**src/rtl/xwalk_pkg.sv**
```systemverilog
package xwalk_pkg;

    // Phase numbers are shown on the display, so the encoding is fixed.
    typedef enum logic [2:0] {
        PH_GO      = 3'd0,
        PH_HOLD    = 3'd1,
        PH_CAUTION = 3'd2,
        PH_CROSS   = 3'd3,
        PH_BLINK   = 3'd4
    } phase_e;

endpackage

```
**src/rtl/xwalk_tick.sv**
```systemverilog
module xwalk_tick #(
    parameter int CLK_PER_TICK = 4
) (
    input  logic clk,
    input  logic rst,
    output logic tick
);
    generate
        if (CLK_PER_TICK <= 1) begin : g_every
            assign tick = 1'b1;
        end else begin : g_div
            localparam int PW = $clog2(CLK_PER_TICK);
            logic [PW-1:0] pre_d, pre_q;

            always_comb begin
                if (pre_q == PW'(CLK_PER_TICK - 1)) pre_d = '0;
                else                                pre_d = pre_q + 1'b1;
            end

            always_ff @(posedge clk) begin
                if (rst) pre_q <= '0;
                else     pre_q <= pre_d;
            end

            assign tick = (pre_q == PW'(CLK_PER_TICK - 1));

            // ticks are isolated single-clock pulses
            a_r3_tick_single: assert property (@(posedge clk) disable iff (rst)
                tick |=> !tick);
        end
    endgenerate
endmodule

```
**src/rtl/xwalk_seg7.sv**
```systemverilog
module xwalk_seg7 (
    input  logic [3:0] digit,
    output logic [6:0] seg
);
    // common cathode, active high, bit 0 = segment a ... bit 6 = g
    always_comb begin
        unique case (digit)
            4'd0:    seg = 7'h3F;
            4'd1:    seg = 7'h06;
            4'd2:    seg = 7'h5B;
            4'd3:    seg = 7'h4F;
            4'd4:    seg = 7'h66;
            4'd5:    seg = 7'h6D;
            4'd6:    seg = 7'h7D;
            4'd7:    seg = 7'h07;
            4'd8:    seg = 7'h7F;
            4'd9:    seg = 7'h6F;
            default: seg = 7'h00;
        endcase
    end
endmodule

```
**src/rtl/xwalk_seq.sv**
```systemverilog
module xwalk_seq
    import xwalk_pkg::*;
#(
    parameter int GAP_T   = 20,
    parameter int AMBER_T = 12,
    parameter int WALK_T  = 32,
    parameter int FLASH_T = 20,
    parameter int HALF_T  = 2
) (
    input  logic   clk,
    input  logic   rst,
    input  logic   tick,
    input  logic   ped_btn,
    input  logic   veh_det,
    output phase_e phase,
    output logic   blink_on
);
    localparam int DMAX = (AMBER_T > WALK_T) ? ((AMBER_T > FLASH_T) ? AMBER_T : FLASH_T)
                                             : ((WALK_T > FLASH_T) ? WALK_T : FLASH_T);
    localparam int GW = $clog2(GAP_T + 1);
    localparam int DW = $clog2(DMAX + 1);
    localparam int HW = (HALF_T > 1) ? $clog2(HALF_T) : 1;

    typedef struct packed {
        phase_e        phase;
        logic          req;
        logic [GW-1:0] gap;
        logic [DW-1:0] dwell;
        logic          blink;
        logic [HW-1:0] hcnt;
    } seq_t;

    localparam seq_t SEQ_RST = '{PH_GO, 1'b0, '0, '0, 1'b0, '0};

    seq_t s_d, s_q;
    logic timed;
    logic phase_chg;

    always_comb begin
        s_d = s_q;

        unique case (s_q.phase)
            PH_GO:      if (s_q.req) s_d.phase = PH_HOLD;
            PH_HOLD:    if (s_q.gap == GW'(GAP_T) && !veh_det) s_d.phase = PH_CAUTION;
            PH_CAUTION: if (tick && s_q.dwell == DW'(AMBER_T - 1)) s_d.phase = PH_CROSS;
            PH_CROSS:   if (tick && s_q.dwell == DW'(WALK_T - 1)) s_d.phase = PH_BLINK;
            PH_BLINK:   if (tick && s_q.dwell == DW'(FLASH_T - 1)) s_d.phase = PH_GO;
            default:    s_d.phase = PH_GO;
        endcase

        phase_chg = (s_d.phase != s_q.phase);
        timed     = (s_q.phase == PH_CAUTION) || (s_q.phase == PH_CROSS) ||
                    (s_q.phase == PH_BLINK);

        // request latch: dropped on walk entry and during walk/flash
        if (s_d.phase == PH_CROSS || s_q.phase == PH_CROSS || s_q.phase == PH_BLINK)
            s_d.req = 1'b0;
        else
            s_d.req = s_q.req | ped_btn;

        // vehicle-free interval, saturating at the grant count
        if (veh_det)
            s_d.gap = '0;
        else if (tick && s_q.gap != GW'(GAP_T))
            s_d.gap = s_q.gap + 1'b1;

        // dwell timer for the fixed phases
        if (phase_chg)
            s_d.dwell = '0;
        else if (tick && timed)
            s_d.dwell = s_q.dwell + 1'b1;

        // blink phase: lit on entry, toggles every half second
        if (phase_chg && s_d.phase == PH_BLINK) begin
            s_d.blink = 1'b1;
            s_d.hcnt  = '0;
        end else if (s_q.phase == PH_BLINK && tick) begin
            if (s_q.hcnt == HW'(HALF_T - 1)) begin
                s_d.hcnt  = '0;
                s_d.blink = ~s_q.blink;
            end else begin
                s_d.hcnt = s_q.hcnt + 1'b1;
            end
        end
    end

    always_ff @(posedge clk) begin
        if (rst) s_q <= SEQ_RST;
        else     s_q <= s_d;
    end

    assign phase    = s_q.phase;
    assign blink_on = s_q.blink;

    // no request survives into walk or flash
    a_r7_no_req_in_walk: assert property (@(posedge clk) disable iff (rst)
        (s_q.phase == PH_CROSS || s_q.phase == PH_BLINK) |-> !s_q.req);

    // the grant happens only with a full gap count
    a_r3_grant_needs_gap: assert property (@(posedge clk) disable iff (rst)
        (s_q.phase == PH_CAUTION && $past(s_q.phase) == PH_HOLD) |->
        $past(s_q.gap) == GW'(GAP_T));

    // amber ends only after its full dwell
    a_r5_amber_full: assert property (@(posedge clk) disable iff (rst)
        (s_q.phase == PH_CROSS && $past(s_q.phase) == PH_CAUTION) |->
        $past(s_q.dwell) == DW'(AMBER_T - 1));

    // a waiting request only comes from a latched press
    a_r2_hold_from_req: assert property (@(posedge clk) disable iff (rst)
        (s_q.phase == PH_HOLD && $past(s_q.phase) == PH_GO) |-> $past(s_q.req));
endmodule

```
**src/rtl/xwalk_ctrl.sv**
```systemverilog
module xwalk_ctrl
    import xwalk_pkg::*;
#(
    parameter int CLK_PER_TICK  = 50000,
    parameter int TICKS_PER_SEC = 1000,
    parameter int GAP_SEC       = 5,
    parameter int AMBER_SEC     = 3,
    parameter int WALK_SEC      = 8,
    parameter int FLASH_SEC     = 5
) (
    input  logic       clk,
    input  logic       rst,
    input  logic       ped_btn,
    input  logic       veh_det,
    output logic       lamp_red,
    output logic       lamp_amber,
    output logic       lamp_green,
    output logic       ped_walk,
    output logic       ped_stop,
    output logic [6:0] seg_out
);
    localparam int HALF_T = (TICKS_PER_SEC > 1) ? TICKS_PER_SEC / 2 : 1;

    logic   tick;
    phase_e phase;
    logic   blink_on;

    xwalk_tick #(.CLK_PER_TICK(CLK_PER_TICK)) u_tick (
        .clk  (clk),
        .rst  (rst),
        .tick (tick)
    );

    xwalk_seq #(
        .GAP_T   (GAP_SEC * TICKS_PER_SEC),
        .AMBER_T (AMBER_SEC * TICKS_PER_SEC),
        .WALK_T  (WALK_SEC * TICKS_PER_SEC),
        .FLASH_T (FLASH_SEC * TICKS_PER_SEC),
        .HALF_T  (HALF_T)
    ) u_seq (
        .clk      (clk),
        .rst      (rst),
        .tick     (tick),
        .ped_btn  (ped_btn),
        .veh_det  (veh_det),
        .phase    (phase),
        .blink_on (blink_on)
    );

    xwalk_seg7 u_seg (
        .digit ({1'b0, phase}),
        .seg   (seg_out)
    );

    always_comb begin
        lamp_red   = 1'b0;
        lamp_amber = 1'b0;
        lamp_green = 1'b0;
        ped_walk   = 1'b0;
        ped_stop   = 1'b0;
        unique case (phase)
            PH_GO, PH_HOLD: begin lamp_green = 1'b1; ped_stop = 1'b1; end
            PH_CAUTION:     begin lamp_amber = 1'b1; ped_stop = 1'b1; end
            PH_CROSS:       begin lamp_red   = 1'b1; ped_walk = 1'b1; end
            PH_BLINK:       begin lamp_amber = blink_on; ped_walk = blink_on; end
            default:        begin lamp_red   = 1'b1; ped_stop = 1'b1; end
        endcase
    end

    // one vehicle lamp outside the flashing phase
    a_r9_one_vehicle_lamp: assert property (@(posedge clk) disable iff (rst)
        (seg_out != 7'h66) |-> $countones({lamp_red, lamp_amber, lamp_green}) == 1);

    // walk never conflicts with don't-walk or with moving traffic
    a_r10_walk_exclusive: assert property (@(posedge clk) disable iff (rst)
        ped_walk |-> (!ped_stop && !lamp_green));
endmodule

```
**config.mk**
```make
export PLATFORM = sky130hd
export DESIGN_NAME = xwalk_ctrl
export DESIGN_NICKNAME = d
export VERILOG_FILES = /design/src/rtl/xwalk_pkg.sv /design/src/rtl/xwalk_tick.sv /design/src/rtl/xwalk_seg7.sv /design/src/rtl/xwalk_seq.sv /design/src/rtl/xwalk_ctrl.sv
export SDC_FILE = /design/constraint.sdc
export NUM_CORES = 1
export LEC_CHECK = 0
export BUFFER_PORTS_ARGS = -buffer_cell sky130_fd_sc_hd__buf_2
export CAP_MARGIN = 5
export CORE_MARGIN = 3
export CORE_UTILIZATION = 38
export CTS_CLUSTER_SIZE = 25
export DETAILED_ROUTE_END_ITERATION = 6
export SETUP_SLACK_MARGIN = 0.3
export SYNTH_ARGS = -nofsm -noshare
export SYNTH_HDL_FRONTEND = slang
export SYNTH_HIERARCHICAL = 1
export SYNTH_SLANG_ARGS = --single-unit
```
**constraint.sdc**
```tcl
create_clock -name clk -period 2.6 [get_ports clk]
set_input_delay 0.13 -clock clk [delete_from_list [all_inputs] [get_ports clk]]
set_output_delay 0.13 -clock clk [all_outputs]
set_load 0.01 [all_outputs]
```
==> out/qor.txt <==
=================================================================================
Clock-pin slew on the worst setup and hold paths                           100 ps
Vias in the first global route                                               2188
Count of flip-flops with a built-in enable after synthesis                      0
Critical path arrival                                                     2390 ps
Adder-cell area share of the yosys netlist                                  4.57%
Post-detailed-route wirelength per cell                                   11.9 µm
Synth area leaders                                                   sky130_fd_sc_hd__dfxtp_1, sky130_fd_sc_hd__nor2_1, sky130_fd_sc_hd__xnor2_1, sky130_fd_sc_hd__xor2_1, sky130_fd_sc_hd__ha_1
Achievable Freq                                                           457 MHz
Number of distinct library cells after synthesis                               58
Clock tree from TritonCTS                                                   built
Required @ worst endpoint                                                 2800 ps
Worst-case vdd ir drop                                                   0.275 mV
Flops & latches, synth                                                         56
Final period demand of the worst path                                     2190 ps
Share of the synthesized area in the top cell type                          37.3%
Transition time of the tightest slew-check pin                             525 ps
Final nets                                                                    392
Crit Path Max Fanout                                                            7
Count of yosys warnings during synthesis                                        6
Global-route wire length before repair                                    9.67 mm
Setup repair after global routing missed its margin                           yes
Die Height                                                                95.0 µm
Cts bufs inserted                                                               5
Global placement routability congestion                                     0.807
Core Rows                                                                      31
Sequential share of the synthesized area                                    37.3%
Leakage power of the design                                               1.16 nW
Number of port buffers                                                         15
Largest buffer count on any clock path                                          2
Initial core utilization                                                    40.4%
Compound-cell area share of the yosys netlist                               7.86%
Number of H-tree branching levels                                               2
Area added between synthesis and finish                                     13.3%
Via count                                                                    2390
Root Driver                                                          sky130_fd_sc_hd__clkbuf_8
Global routing usage summed across all routing layers                       13.0%
XOR/XNOR share of the synthesized area                                      13.1%
Largest net degree at the start of global routing                              18
Die footprint                                                            9020 µm²
Total Negative Setup Slacks                                                  0 ps
Cell count after synthesis                                                    352
Average instance area after synthesis                                    8.55 µm²
DRC viols                                                                       0
Final worst-path setup slack                                               410 ps
Detailed placement HPWL                                                   4.06 mm
Ratio of cells with drive above 1 in the final layout                       16.1%
Post-route fraction of the period consumed by the critical path             84.2%
Worst-skew pair later-pin latency                                          300 ps
Core box area                                                            7450 µm²
IO Count                                                                       16
Hold Fails Final Rpt                                                            0
Simple-gate share of the synthesized area                                   32.0%
Clock sink count                                                               56
Max-cap violation count                                                         0
Cell area after synthesis                                                3010 µm²
Fin. max-slew vios                                                              0
Fraction of registers with async set or reset after synthesis                  0%
Number of optimization iterations in the first detailed-route pass              4
Type of origin of the critical path                                          flop
Final setup viols                                                               0
Number of diodes added for antenna fixing                                       0
Largest clock skew in the final design                                    9.74 ps
Number of antenna violations at the first check in global routing               0
Ys flop type                                                         sky130_fd_sc_hd__dfxtp_1
Power per cell area                                                    447 nW/µm²
HP Class                                                             primary input to flop
Library cell with the largest summed area after synthesis            sky130_fd_sc_hd__dfxtp_1
DR iter-0 viols                                                                78
Final Routed Wirelength                                                   5.70 mm
Result of the run                                                    finished, final reports clean
Relative slew slack                                                         65.0%
Critical path type                                                   flop to flop
Multiplexer share of the synthesized area                                  0.333%
Post-DRT Antenna Nets                                                           0
Kind of capture point of the worst setup path                                flop
Worst setup slack before clock tree synthesis                              138 ps
Cell with the most instances after synthesis                         sky130_fd_sc_hd__nor2_1
Main combinational cell family by area after synthesis               simple AND/OR/NAND/NOR gates
Aggregate global routing overflow                                               0
Width of the chip                                                         95.0 µm
Ratio of routed vias to standard cells                                       5.01
Ranking of synthesized cells by instance count                       sky130_fd_sc_hd__nor2_1, sky130_fd_sc_hd__dfxtp_1, sky130_fd_sc_hd__xnor2_1
Number of buffers added to fix hold violations after cts                        0
=================================================================================
-- final timing paths --
path / from / end / slack [ps] / depth (start not counted)
max: u_tick/g_div.pre_q[0]$_SDFF_PP0_ / u_seq/s_q[6]$_SDFFE_PP0P_ / 410 / 9
min: ped_btn / u_seq/s_q[36]$_SDFF_PP0_ / 120 / 3
min reg2reg: u_tick/g_div.pre_q[0]$_SDFF_PP0_ / u_tick/g_div.pre_q[0]$_SDFF_PP0_ / 440 / 1
max reg2reg: u_tick/g_div.pre_q[0]$_SDFF_PP0_ / u_seq/s_q[6]$_SDFFE_PP0P_ / 410 / 9
-- routing by layer --
| metal | GRT usage (%) | wire [µm] |
|---|---|---|
| met5 | 0 | 0 |
| met2 | 21.7 | 2530 |
| met1 | 17.1 | 2900 |
| met4 | 3.49 | 71 |
| met3 | 2.63 | 187 |
-- cells in the final DEF, fill, tap and decap left out, types with 3 or more instances in the layout --
| master | netlist | layout |
|---|---|---|
| sky130_fd_sc_hd__conb_1 | 1 | 6 |
| sky130_fd_sc_hd__inv_1 | 12 | 12 |
| sky130_fd_sc_hd__dfxtp_1 | 56 | 54 |
| sky130_fd_sc_hd__buf_2 | 3 | 15 |
| sky130_fd_sc_hd__nor2_1 | 67 | 64 |
| sky130_fd_sc_hd__nor4_1 | 7 | 6 |
| sky130_fd_sc_hd__buf_4 | 3 | 11 |
| sky130_fd_sc_hd__nand2_1 | 24 | 24 |
| sky130_fd_sc_hd__ha_1 | 11 | 10 |
| sky130_fd_sc_hd__o21ai_0 | 6 | 6 |
| sky130_fd_sc_hd__clkbuf_8 | 0 | 5 |
| sky130_fd_sc_hd__xnor2_1 | 28 | 28 |
| sky130_fd_sc_hd__nand4_1 | 14 | 14 |
| sky130_fd_sc_hd__nor3_2 | 1 | 3 |
| sky130_fd_sc_hd__xor2_1 | 17 | 17 |
| sky130_fd_sc_hd__a21oi_1 | 12 | 12 |
| sky130_fd_sc_hd__nor2_2 | 0 | 3 |
| sky130_fd_sc_hd__nor3_1 | 10 | 8 |
| sky130_fd_sc_hd__or4b_1 | 3 | 3 |
| sky130_fd_sc_hd__nand3_1 | 15 | 14 |
| sky130_fd_sc_hd__nor4b_1 | 3 | 3 |
| sky130_fd_sc_hd__nand4b_1 | 4 | 4 |
-- repair_timing --
action	CTS	global route
endpoints found under the hold margin	0	0
gates resized for setup	3	12
pin swaps	2	5
endpoints found under the setup margin	22	31
buffers inserted	0	4
gates cloned	0	1
-- report_power, final --
group	internal, mW	switching (mW)
sequential	0.866	0.00711
clock	0.291	0.274
combinational	0.0329	0.0522
-- worst max-delay path: stages (launching register included) --
cell                       delay [ps]
sky130_fd_sc_hd__dfxtp_2          360
sky130_fd_sc_hd__ha_2             210
sky130_fd_sc_hd__nand4_2          170
sky130_fd_sc_hd__and4b_1          350
sky130_fd_sc_hd__nor4bb_2         250
sky130_fd_sc_hd__buf_4            200
sky130_fd_sc_hd__nand4_1          190
sky130_fd_sc_hd__nor2_1           180
sky130_fd_sc_hd__xnor2_1          130
sky130_fd_sc_hd__nor2_1            50
-- per-stage QoR --
step | power [mW] | cells | instance area, µm² | hold slack, ps | util (%)
after CTS | 1.54 | 472 | 3320 | 112 | 44.6
after detailed placement | 0.972 | 464 | 3190 | 429 | 42.8
after global placement | 0.971 | 464 | 3190 | 430 | 42.8
final | 1.52 | 477 | 3410 | 123 | 45.8
after global routing | 1.59 | 477 | 3410 | 113 | 45.8
after floorplan | 0.955 | 357 | 3030 | 202 | -
-- registers in the layout, summed over array words and instances, names as in the netlist --
| register | flops |
|---|---|
| u_seq/blink_on | 1 |
| u_tick/g_div.pre_q | 16 |
| u_seq/phase | 3 |
| u_seq/s_q | 36 |
-- cell families after synthesis --
logic type               Yosys count
AO/OA/AOI/OAI                     35
XOR/XNOR                          45
adder cells (fa/ha/maj)           11
buffers and inverters             26
flip-flops                        56
multiplexers                       1
other                              1
AND/OR/NAND/NOR                  177
-- cell type report --
| class | instances | area [µm²] |
|---|---|---|
| Multi-Input combinational cell | 276 | 1850 |
| Clock inverter | 2 | 38.8 |
| Tap cell | 99 | 124 |
| Sequential cell | 56 | 1120 |
| Inverter | 12 | 45.0 |
| Clock buffer | 6 | 72.6 |
| Fill cell | 751 | 4040 |
| Timing Repair Buffer | 26 | 158 |
No activity file was read; power rests on OpenSTA's default activity.
